`src/rtl/bag_pkg.sv`:
```
package bag_pkg;

    localparam int unsigned BAG_ADDR_W   = 48;
    localparam int unsigned BAG_STRIDE_W = 14;
    localparam int unsigned BAG_RANGE_W  = 32;
    localparam int unsigned BAG_IDX_W    = 32;
    localparam int unsigned BAG_OFF_W    = 32;
    localparam int unsigned BAG_IMM_W    = 12;

    // Layout mode carried from stage 1 to stage 2.
    typedef enum logic [1:0] {
        MODE_LINEAR      = 2'd0,  // linear layout, range checked
        MODE_SWZ_CHECKED = 2'd1,  // swizzled with zero stride, range checked
        MODE_SWZ_FREE    = 2'd2   // swizzled with nonzero stride, never flagged
    } bag_mode_e;

endpackage

```
`src/rtl/bag_split.sv`:
```
// Splits the index at the index-stride boundary and the byte offset at the
// element-size boundary, using shifts and masks only.
module bag_split #(
    parameter int unsigned IDX_W  = 32,
    parameter int unsigned OFFS_W = 33
) (
    input  logic [IDX_W-1:0]  idx,
    input  logic [OFFS_W-1:0] off,
    input  logic [1:0]        is_code,
    input  logic [1:0]        es_code,
    output logic [2:0]        is_sh,
    output logic [IDX_W-1:0]  idx_hi,
    output logic [IDX_W-1:0]  idx_lo_sc,
    output logic [OFFS_W-1:0] off_hi_sc,
    output logic [OFFS_W-1:0] off_lo
);

    logic [2:0]        es_sh;
    logic [IDX_W-1:0]  idx_mask;
    logic [OFFS_W-1:0] off_mask;

    always_comb begin
        is_sh     = 3'd3 + {1'b0, is_code};   // IS = 1 << is_sh
        es_sh     = 3'd1 + {1'b0, es_code};   // ES = 1 << es_sh
        idx_mask  = (IDX_W'(1) << is_sh) - IDX_W'(1);
        off_mask  = (OFFS_W'(1) << es_sh) - OFFS_W'(1);
        idx_hi    = idx >> is_sh;
        idx_lo_sc = (idx & idx_mask) << es_sh;
        off_lo    = off & off_mask;
        off_hi_sc = off & ~off_mask;          // (off / ES) * ES
    end

endmodule

```
`src/rtl/bag_stage1.sv`:
```
// First pipeline stage: byte offset, split, products, limit, mode.
module bag_stage1
    import bag_pkg::*;
#(
    parameter int unsigned ADDR_W   = BAG_ADDR_W,
    parameter int unsigned STRIDE_W = BAG_STRIDE_W,
    parameter int unsigned RANGE_W  = BAG_RANGE_W,
    parameter int unsigned IDX_W    = BAG_IDX_W,
    parameter int unsigned OFF_W    = BAG_OFF_W,
    parameter int unsigned IMM_W    = BAG_IMM_W,
    localparam int unsigned OFFS_W  = OFF_W + 1
) (
    input  logic                clk,
    input  logic                rst_n,
    input  logic                valid_in,
    input  logic [ADDR_W-1:0]   base_addr,
    input  logic [STRIDE_W-1:0] stride,
    input  logic [RANGE_W-1:0]  num_records,
    input  logic                swz_en,
    input  logic [1:0]          is_code,
    input  logic [1:0]          es_code,
    input  logic [IDX_W-1:0]    lane_index,
    input  logic [OFF_W-1:0]    lane_offset,
    input  logic [IMM_W-1:0]    imm_offset,
    input  logic [RANGE_W-1:0]  scalar_offset,
    output logic                s1_v,
    output bag_mode_e           s1_mode,
    output logic [ADDR_W-1:0]   s1_base,
    output logic [RANGE_W-1:0]  s1_limit,
    output logic [ADDR_W-1:0]   s1_lin_prod,
    output logic [ADDR_W-1:0]   s1_swz_prod,
    output logic [OFFS_W-1:0]   s1_off,
    output logic [OFFS_W-1:0]   s1_off_hi_sc,
    output logic [OFFS_W-1:0]   s1_off_lo,
    output logic [IDX_W-1:0]    s1_idx_lo_sc,
    output logic [2:0]          s1_is_sh
);

    logic [OFFS_W-1:0]  off_d;
    logic [2:0]         is_sh_d;
    logic [IDX_W-1:0]   idx_hi_d;
    logic [IDX_W-1:0]   idx_lo_sc_d;
    logic [OFFS_W-1:0]  off_hi_sc_d;
    logic [OFFS_W-1:0]  off_lo_d;
    logic [RANGE_W-1:0] limit_d;
    bag_mode_e          mode_d;

    always_comb begin
        off_d = OFFS_W'(lane_offset) + OFFS_W'(imm_offset);
    end

    bag_split #(
        .IDX_W  (IDX_W),
        .OFFS_W (OFFS_W)
    ) u_split (
        .idx       (lane_index),
        .off       (off_d),
        .is_code   (is_code),
        .es_code   (es_code),
        .is_sh     (is_sh_d),
        .idx_hi    (idx_hi_d),
        .idx_lo_sc (idx_lo_sc_d),
        .off_hi_sc (off_hi_sc_d),
        .off_lo    (off_lo_d)
    );

    always_comb begin
        if (!swz_en) begin
            mode_d = MODE_LINEAR;
        end else if (stride == '0) begin
            mode_d = MODE_SWZ_CHECKED;
        end else begin
            mode_d = MODE_SWZ_FREE;
        end
        limit_d = (num_records > scalar_offset) ? (num_records - scalar_offset) : '0;
    end

    always_ff @(posedge clk) begin
        if (!rst_n) begin
            s1_v <= 1'b0;
        end else begin
            s1_v <= valid_in;
        end
    end

    always_ff @(posedge clk) begin
        if (!rst_n) begin
            s1_mode      <= MODE_LINEAR;
            s1_base      <= '0;
            s1_limit     <= '0;
            s1_lin_prod  <= '0;
            s1_swz_prod  <= '0;
            s1_off       <= '0;
            s1_off_hi_sc <= '0;
            s1_off_lo    <= '0;
            s1_idx_lo_sc <= '0;
            s1_is_sh     <= '0;
        end else if (valid_in) begin
            s1_mode      <= mode_d;
            s1_base      <= base_addr;
            s1_limit     <= limit_d;
            s1_lin_prod  <= ADDR_W'(stride) * ADDR_W'(lane_index);
            s1_swz_prod  <= ADDR_W'(stride) * ADDR_W'(idx_hi_d);
            s1_off       <= off_d;
            s1_off_hi_sc <= off_hi_sc_d;
            s1_off_lo    <= off_lo_d;
            s1_idx_lo_sc <= idx_lo_sc_d;
            s1_is_sh     <= is_sh_d;
        end
    end

    assert_s1_latency_R9: assert property (@(posedge clk) disable iff (!rst_n)
        s1_v == $past(valid_in));

    assert_s1_ignore_R11: assert property (@(posedge clk) disable iff (!rst_n)
        !valid_in |=> ($stable(s1_base) && $stable(s1_lin_prod) && $stable(s1_limit)));

endmodule

```
`src/rtl/bag_stage2.sv`:
```
// Second pipeline stage: sums, final address, range check.
module bag_stage2
    import bag_pkg::*;
#(
    parameter int unsigned ADDR_W  = BAG_ADDR_W,
    parameter int unsigned RANGE_W = BAG_RANGE_W,
    parameter int unsigned IDX_W   = BAG_IDX_W,
    parameter int unsigned OFFS_W  = BAG_OFF_W + 1
) (
    input  logic               clk,
    input  logic               rst_n,
    input  logic               s1_v,
    input  bag_mode_e          s1_mode,
    input  logic [ADDR_W-1:0]  s1_base,
    input  logic [RANGE_W-1:0] s1_limit,
    input  logic [ADDR_W-1:0]  s1_lin_prod,
    input  logic [ADDR_W-1:0]  s1_swz_prod,
    input  logic [OFFS_W-1:0]  s1_off,
    input  logic [OFFS_W-1:0]  s1_off_hi_sc,
    input  logic [OFFS_W-1:0]  s1_off_lo,
    input  logic [IDX_W-1:0]   s1_idx_lo_sc,
    input  logic [2:0]         s1_is_sh,
    output logic               valid_out,
    output logic [ADDR_W-1:0]  addr_out,
    output logic               oob_out
);

    logic [ADDR_W-1:0] lin_boff;
    logic [ADDR_W-1:0] swz_boff;
    logic [ADDR_W-1:0] boff;
    logic              oob_d;

    always_comb begin
        lin_boff = ADDR_W'(s1_off) + s1_lin_prod;
        swz_boff = ((s1_swz_prod + ADDR_W'(s1_off_hi_sc)) << s1_is_sh)
                 + ADDR_W'(s1_idx_lo_sc) + ADDR_W'(s1_off_lo);
        unique case (s1_mode)
            MODE_LINEAR: begin
                boff  = lin_boff;
                oob_d = (lin_boff >= ADDR_W'(s1_limit));
            end
            MODE_SWZ_CHECKED: begin
                boff  = swz_boff;
                oob_d = (swz_boff >= ADDR_W'(s1_limit));
            end
            default: begin
                boff  = swz_boff;
                oob_d = 1'b0;
            end
        endcase
    end

    always_ff @(posedge clk) begin
        if (!rst_n) begin
            valid_out <= 1'b0;
            addr_out  <= '0;
            oob_out   <= 1'b0;
        end else begin
            valid_out <= s1_v;
            if (s1_v) begin
                addr_out <= s1_base + boff;
                oob_out  <= oob_d;
            end
        end
    end

    assert_out_latency_R9: assert property (@(posedge clk) disable iff (!rst_n)
        valid_out == $past(s1_v));

    assert_swz_free_R7: assert property (@(posedge clk) disable iff (!rst_n)
        (s1_v && s1_mode == MODE_SWZ_FREE) |=> !oob_out);

    assert_sat_limit_R8: assert property (@(posedge clk) disable iff (!rst_n)
        (s1_v && s1_mode != MODE_SWZ_FREE && s1_limit == '0) |=> oob_out);

    assert_out_hold_R11: assert property (@(posedge clk) disable iff (!rst_n)
        !s1_v |=> ($stable(addr_out) && $stable(oob_out)));

endmodule

```
`src/rtl/buf_addr_gen.sv`:
```
module buf_addr_gen
    import bag_pkg::*;
#(
    parameter int unsigned ADDR_W   = BAG_ADDR_W,
    parameter int unsigned STRIDE_W = BAG_STRIDE_W,
    parameter int unsigned RANGE_W  = BAG_RANGE_W,
    parameter int unsigned IDX_W    = BAG_IDX_W,
    parameter int unsigned OFF_W    = BAG_OFF_W,
    parameter int unsigned IMM_W    = BAG_IMM_W
) (
    input  logic                clk,
    input  logic                rst_n,
    input  logic                valid_in,
    input  logic [ADDR_W-1:0]   base_addr,
    input  logic [STRIDE_W-1:0] stride,
    input  logic [RANGE_W-1:0]  num_records,
    input  logic                swz_en,
    input  logic [1:0]          idx_stride_code,
    input  logic [1:0]          elem_size_code,
    input  logic [IDX_W-1:0]    lane_index,
    input  logic [OFF_W-1:0]    lane_offset,
    input  logic [IMM_W-1:0]    imm_offset,
    input  logic [RANGE_W-1:0]  scalar_offset,
    output logic                valid_out,
    output logic [ADDR_W-1:0]   addr_out,
    output logic                oob_out
);

    localparam int unsigned OFFS_W = OFF_W + 1;

    logic               s1_v;
    bag_mode_e          s1_mode;
    logic [ADDR_W-1:0]  s1_base;
    logic [RANGE_W-1:0] s1_limit;
    logic [ADDR_W-1:0]  s1_lin_prod;
    logic [ADDR_W-1:0]  s1_swz_prod;
    logic [OFFS_W-1:0]  s1_off;
    logic [OFFS_W-1:0]  s1_off_hi_sc;
    logic [OFFS_W-1:0]  s1_off_lo;
    logic [IDX_W-1:0]   s1_idx_lo_sc;
    logic [2:0]         s1_is_sh;

    bag_stage1 #(
        .ADDR_W   (ADDR_W),
        .STRIDE_W (STRIDE_W),
        .RANGE_W  (RANGE_W),
        .IDX_W    (IDX_W),
        .OFF_W    (OFF_W),
        .IMM_W    (IMM_W)
    ) u_stage1 (
        .clk           (clk),
        .rst_n         (rst_n),
        .valid_in      (valid_in),
        .base_addr     (base_addr),
        .stride        (stride),
        .num_records   (num_records),
        .swz_en        (swz_en),
        .is_code       (idx_stride_code),
        .es_code       (elem_size_code),
        .lane_index    (lane_index),
        .lane_offset   (lane_offset),
        .imm_offset    (imm_offset),
        .scalar_offset (scalar_offset),
        .s1_v          (s1_v),
        .s1_mode       (s1_mode),
        .s1_base       (s1_base),
        .s1_limit      (s1_limit),
        .s1_lin_prod   (s1_lin_prod),
        .s1_swz_prod   (s1_swz_prod),
        .s1_off        (s1_off),
        .s1_off_hi_sc  (s1_off_hi_sc),
        .s1_off_lo     (s1_off_lo),
        .s1_idx_lo_sc  (s1_idx_lo_sc),
        .s1_is_sh      (s1_is_sh)
    );

    bag_stage2 #(
        .ADDR_W  (ADDR_W),
        .RANGE_W (RANGE_W),
        .IDX_W   (IDX_W),
        .OFFS_W  (OFFS_W)
    ) u_stage2 (
        .clk          (clk),
        .rst_n        (rst_n),
        .s1_v         (s1_v),
        .s1_mode      (s1_mode),
        .s1_base      (s1_base),
        .s1_limit     (s1_limit),
        .s1_lin_prod  (s1_lin_prod),
        .s1_swz_prod  (s1_swz_prod),
        .s1_off       (s1_off),
        .s1_off_hi_sc (s1_off_hi_sc),
        .s1_off_lo    (s1_off_lo),
        .s1_idx_lo_sc (s1_idx_lo_sc),
        .s1_is_sh     (s1_is_sh),
        .valid_out    (valid_out),
        .addr_out     (addr_out),
        .oob_out      (oob_out)
    );

    assert_reset_quiet_R10: assert property (@(posedge clk)
        !rst_n |=> (!valid_out && !oob_out && addr_out == '0));

endmodule

```
`config.mk`:
```
export PLATFORM = sky130hd
export DESIGN_NAME = buf_addr_gen
export DESIGN_NICKNAME = d
export VERILOG_FILES = /design/src/rtl/bag_pkg.sv /design/src/rtl/bag_split.sv /design/src/rtl/bag_stage1.sv /design/src/rtl/bag_stage2.sv /design/src/rtl/buf_addr_gen.sv
export SDC_FILE = /design/constraint.sdc
export NUM_CORES = 2
export LEC_CHECK = 0
export CORE_UTILIZATION = 29
export DETAILED_ROUTE_END_ITERATION = 8
export PLACE_DENSITY = 0.5
export RECOVER_POWER = 50
export SYNTH_ARGS = -nofsm -noshare
export SYNTH_HDL_FRONTEND = slang
export SYNTH_SLANG_ARGS = --single-unit
```
`constraint.sdc`:
```
create_clock -name clk -period 12.75 [get_ports clk]
set_input_delay 2.55 -clock clk [delete_from_list [all_inputs] [get_ports clk]]
set_output_delay 2.55 -clock clk [all_outputs]
set_load 0.03 [all_outputs]
```
==> run_results.csv <==
group,metric,value,unit
critical_path,cp-startpoint,"lane_index[7]",
sta,skew,36.3,ps
status,failed_checks,"capacitance limit, slew limit",
critical_path,critical_path_class,"primary input to flop",
cts,clk_path_buf_depth,3,
sta,final.min_clock_period,10810,ps
cts,hold_buffers,0,
pwr,ir_drop,422,uV
sta,fin_crit_sh,84.8,%
floorplan,fp.dieArea,195000,sq um
drt,vias_per_cell,5.03,
logic_synthesis,syn_area_per_cell,8.46,sq um
status,status,"finished with violations",
logic_synthesis,ys_seq_area_share,12.8,%
critical_path,max_stage_delay,1030,ps
critical_path,path_buf_inv,3,
cts,cts_resized,0,
cts,tritoncts,"yes",
critical_path,cp_slowest_cell,"clkdlybuf4s50_1",
drt,first_iter_violations,2950,
pwr,leakage,29.1,nW
logic_synthesis,async_flop_share,0,%
cts,cts_root_buffer,"clkbuf_16",
logic_synthesis,yosys_warnings,0,
critical_path,r2r_start,"u_stage1.s1_swz_prod[0]$_SDFFE_PN0P_",
critical_path,cp_max_fo,19,
global_routing,grt_max_degree,85,
global_routing,grt_pass1_vias,47700,
placement,place_inst,9143,
pwr,p_total,19.0,mW
drt,drtPass1Iterations,5,
drt,drt-wirelength-per-cell,21.5,microns
drt,drc,0,
cts,numCtsBuffers,46,
cells_and_area,instances_no_fill,9226,
cts,clk_latency,630,ps
drt,wirelength,198,mm
global_routing,grt_pass1_wl,301,mm
worst_hold_path,hold_class,"flop to flop",
pwr,power_density,304,nW/um^2
worst_hold_path,min_from,"u_stage1.s1_off_hi_sc[12]$_SDFFE_PN0P_",
logic_synthesis,synth_cell_types,95,
floorplan,die_y,442,microns
logic_synthesis,synth-edff-count,0,
placement,hpwl,159,mm
sta,fin_tns_setup,0,ps
cts,clk_pin_slew,60,ps
logic_synthesis,syn-num-nets,8053,
cells_and_area,syn_to_final_growth,11.7,%
sta,tightest_slew,4240,ps
sta,hold_viol_final,0,
cells_and_area,drive_gt1_share,4.16,%
logic_synthesis,syn-cell-area,56100,sq um
floorplan,initial_core_util,29.1,%
floorplan,coreArea,192000,sq um
critical_path,worstPathArrival,11320,ps
job,drv_cap,6,
floorplan,io_pins,260,
floorplan,fp.dieW,442,microns
cts,cts_htree_levels,2,
placement,portBuffers,259,
sta,whs,445,ps
floorplan,row_count,161,
drt,dr_total_vias,46400,
global_routing,antenna_found_initial,11,
global_routing,grt.overflow.total,0,
sta,drv_slew,379,
sta,max_freq,92.5,MHz
critical_path,cpLargestDelayFamily,"adder cells",
sta,final-setup-viol-count,0,
sta,rsz0062_at_grt,"false",
drt,ant_nets,0,
critical_path,cp_common_cell,"fa_1",
sta,slew_headroom,-183,%
placement,place_congestion,0.927,
critical_path,crit_path_start_kind,"primary input",
cts,cts_setup_buffers,0,
critical_path,worst_ep_required_time,13260,ps
logic_synthesis,synth_ff_type,"dfxtp_1",
sta,setup_ws,1940,ps
cts,cts.sinks,358,
critical_path,cp-end-kind,"flop",
cells_and_area,nets,8093,
placement,place_ws,1350,ps
global_routing,grt_usage,20.0,%
logic_synthesis,ys_ff_latch,358,
logic_synthesis,syn_inst,6625,
==> cells in the final DEF (no fill, tap or decap), types with 13 or more instances in the layout <==
cell type,n
mux4_2,27
buf_2,14
clkbuf_16,47
a31oi_1,45
clkbuf_1,13
ha_1,501
xnor2_1,210
nor2_1,241
o21bai_1,53
dlygate4sd3_1,51
nand2b_1,40
and2_1,348
a22oi_1,16
a21oi_1,314
mux2_2,23
buf_4,81
nand4_1,42
nand2_1,953
a211o_1,16
o31ai_1,24
o21ai_1,13
xor2_1,76
o211a_1,54
o21ai_0,267
nor3_1,56
nor4_1,15
inv_1,794
a211oi_1,38
fa_1,717
nand3_1,73
nor2b_1,210
a21o_1,157
o21a_1,42
dfxtp_1,354
clkdlybuf4s50_1,190
and3_1,46
or3_1,17
a21boi_0,14
mux2i_1,230
o211ai_1,27
==> Yosys cell counts (13+ instances only) <==
cell type / number / area, sq um
mux2i_1: 230 / 2300
or3_1: 17 / 106
nor3_1: 56 / 280
o31ai_1: 24 / 180
o21ai_1: 13 / 65.1
and3_1: 46 / 288
dfxtp_1: 358 / 7170
o21bai_1: 53 / 398
buf_2: 14 / 70.1
nand2b_1: 40 / 250
nor2b_1: 210 / 1310
inv_1: 794 / 2980
a211oi_1: 38 / 285
ha_1: 501 / 6270
buf_1: 37 / 139
a21o_1: 157 / 1180
nor2_1: 242 / 908
xor2_1: 76 / 666
nand4_1: 42 / 263
o21ai_0: 267 / 1340
a22oi_1: 16 / 120
nand3_1: 73 / 365
a31oi_1: 45 / 282
o211ai_1: 27 / 203
o21a_1: 42 / 315
xnor2_1: 210 / 1840
a21oi_1: 316 / 1580
and2_1: 359 / 2250
mux4_2: 27 / 608
fa_1: 717 / 14400
mux2_2: 23 / 259
nand2_1: 953 / 3580
a211o_1: 16 / 140
clkbuf_1: 300 / 1130
a21boi_0: 14 / 105
o211a_1: 54 / 541
nor4_1: 15 / 93.8
==> metrics by stage <==
step	cell area, sq um	util, %
5_1_grt	62600	32.6
2_1_floorplan	56100	-
3_5_place_dp	61100	31.7
3_3_place_gp	61100	31.7
6_report	62600	32.6
4_1_cts	62700	32.6
==> report_power, final <==
part / internal, mW / switching (mW) / total (mW)
sequential: 1.31 / 0.172 / 1.48
clock: 0.832 / 0.572 / 1.40
combinational: 6.48 / 9.65 / 16.1
total: 8.63 / 10.4 / 19.0
==> per-layer routing <==
| metal | global-route usage [%] | wire length, microns | up-vias |
|---|---|---|---|
| li1 | - | - | 21900 |
| met1 | 25.4 | 85200 | 23200 |
| met2 | 34.9 | 97000 | 997 |
| met3 | 1.45 | 6500 | 253 |
| met4 | 8.58 | 9730 | 4 |
| met5 | 0 | 25 | - |
==> worst register-to-register path, delay by kind of cell, from the launching register on <==
| kind | cells | cell delay (ps) |
|---|---|---|
| AO/OA/AOI/OAI | 18 | 4910 |
| AND/OR/NAND/NOR | 11 | 2090 |
| adder cells (fa/ha/maj) | 5 | 1670 |
| XOR/XNOR | 2 | 400 |
| flip-flops | 1 | 320 |
| multiplexers | 1 | 150 |
| buffers and inverters | 1 | 70 |
==> cell type report <==
type / count / area (sq um)
inverter: 797 / 2990
antenna: 1 / 2.50
clock buffer: 63 / 1330
sequential: 358 / 7170
timing repair buffer: 343 / 3130
clock inverter: 19 / 264
tap: 2526 / 3160
fill: 20100 / 130000
multi-input combinational: 5119 / 44600
==> flip-flops by register name, summed over array words and instances, names as in the netlist <==
signal / count
u_stage1.s1_base: 48
u_stage1.s1_off_lo: 33
u_stage1.s1_lin_prod: 46
u_stage1.s1_is_sh: 3
u_stage1.s1_v: 1
u_stage2.valid_out: 1
u_stage1.s1_mode: 2
u_stage1.s1_off: 32
u_stage1.s1_swz_prod: 46
u_stage2.oob_out: 1
u_stage1.s1_idx_lo_sc: 32
u_stage1.s1_off_hi_sc: 33
u_stage2.addr_out: 48
u_stage1.s1_limit: 32
==> cells by family (layout without fill, tap and decap cells) <==
| kind of cell | Yosys count | count (layout) | synth area share (%) |
|---|---|---|---|
| simple gates | 2106 | 2106 | 18.1 |
| compound gates | 1228 | 1228 | 14.5 |
| fa+ha+maj | 1218 | 1218 | 36.8 |
| buf+inv | 1148 | 1222 | 7.72 |
| flops | 358 | 358 | 12.8 |
| xor+xnor | 287 | 287 | 4.50 |
| mux | 280 | 280 | 5.65 |
| other cells | 0 | 1 | 0 |
==> final timing paths <==
check | slack, ps | endpoint | depth (start not counted)
setup / recovery | 1940 | u_stage1.s1_swz_prod[43]$_SDFFE_PN0P_ | 26
hold / removal | 450 | u_stage1.s1_off_hi_sc[12]$_SDFFE_PN0P_ | 2
setup reg to reg | 3010 | u_stage2.addr_out[47]$_SDFFE_PN0P_ | 38
hold reg to reg | 450 | u_stage1.s1_off_hi_sc[12]$_SDFFE_PN0P_ | 2
Power figures use the tool's default switching activity.
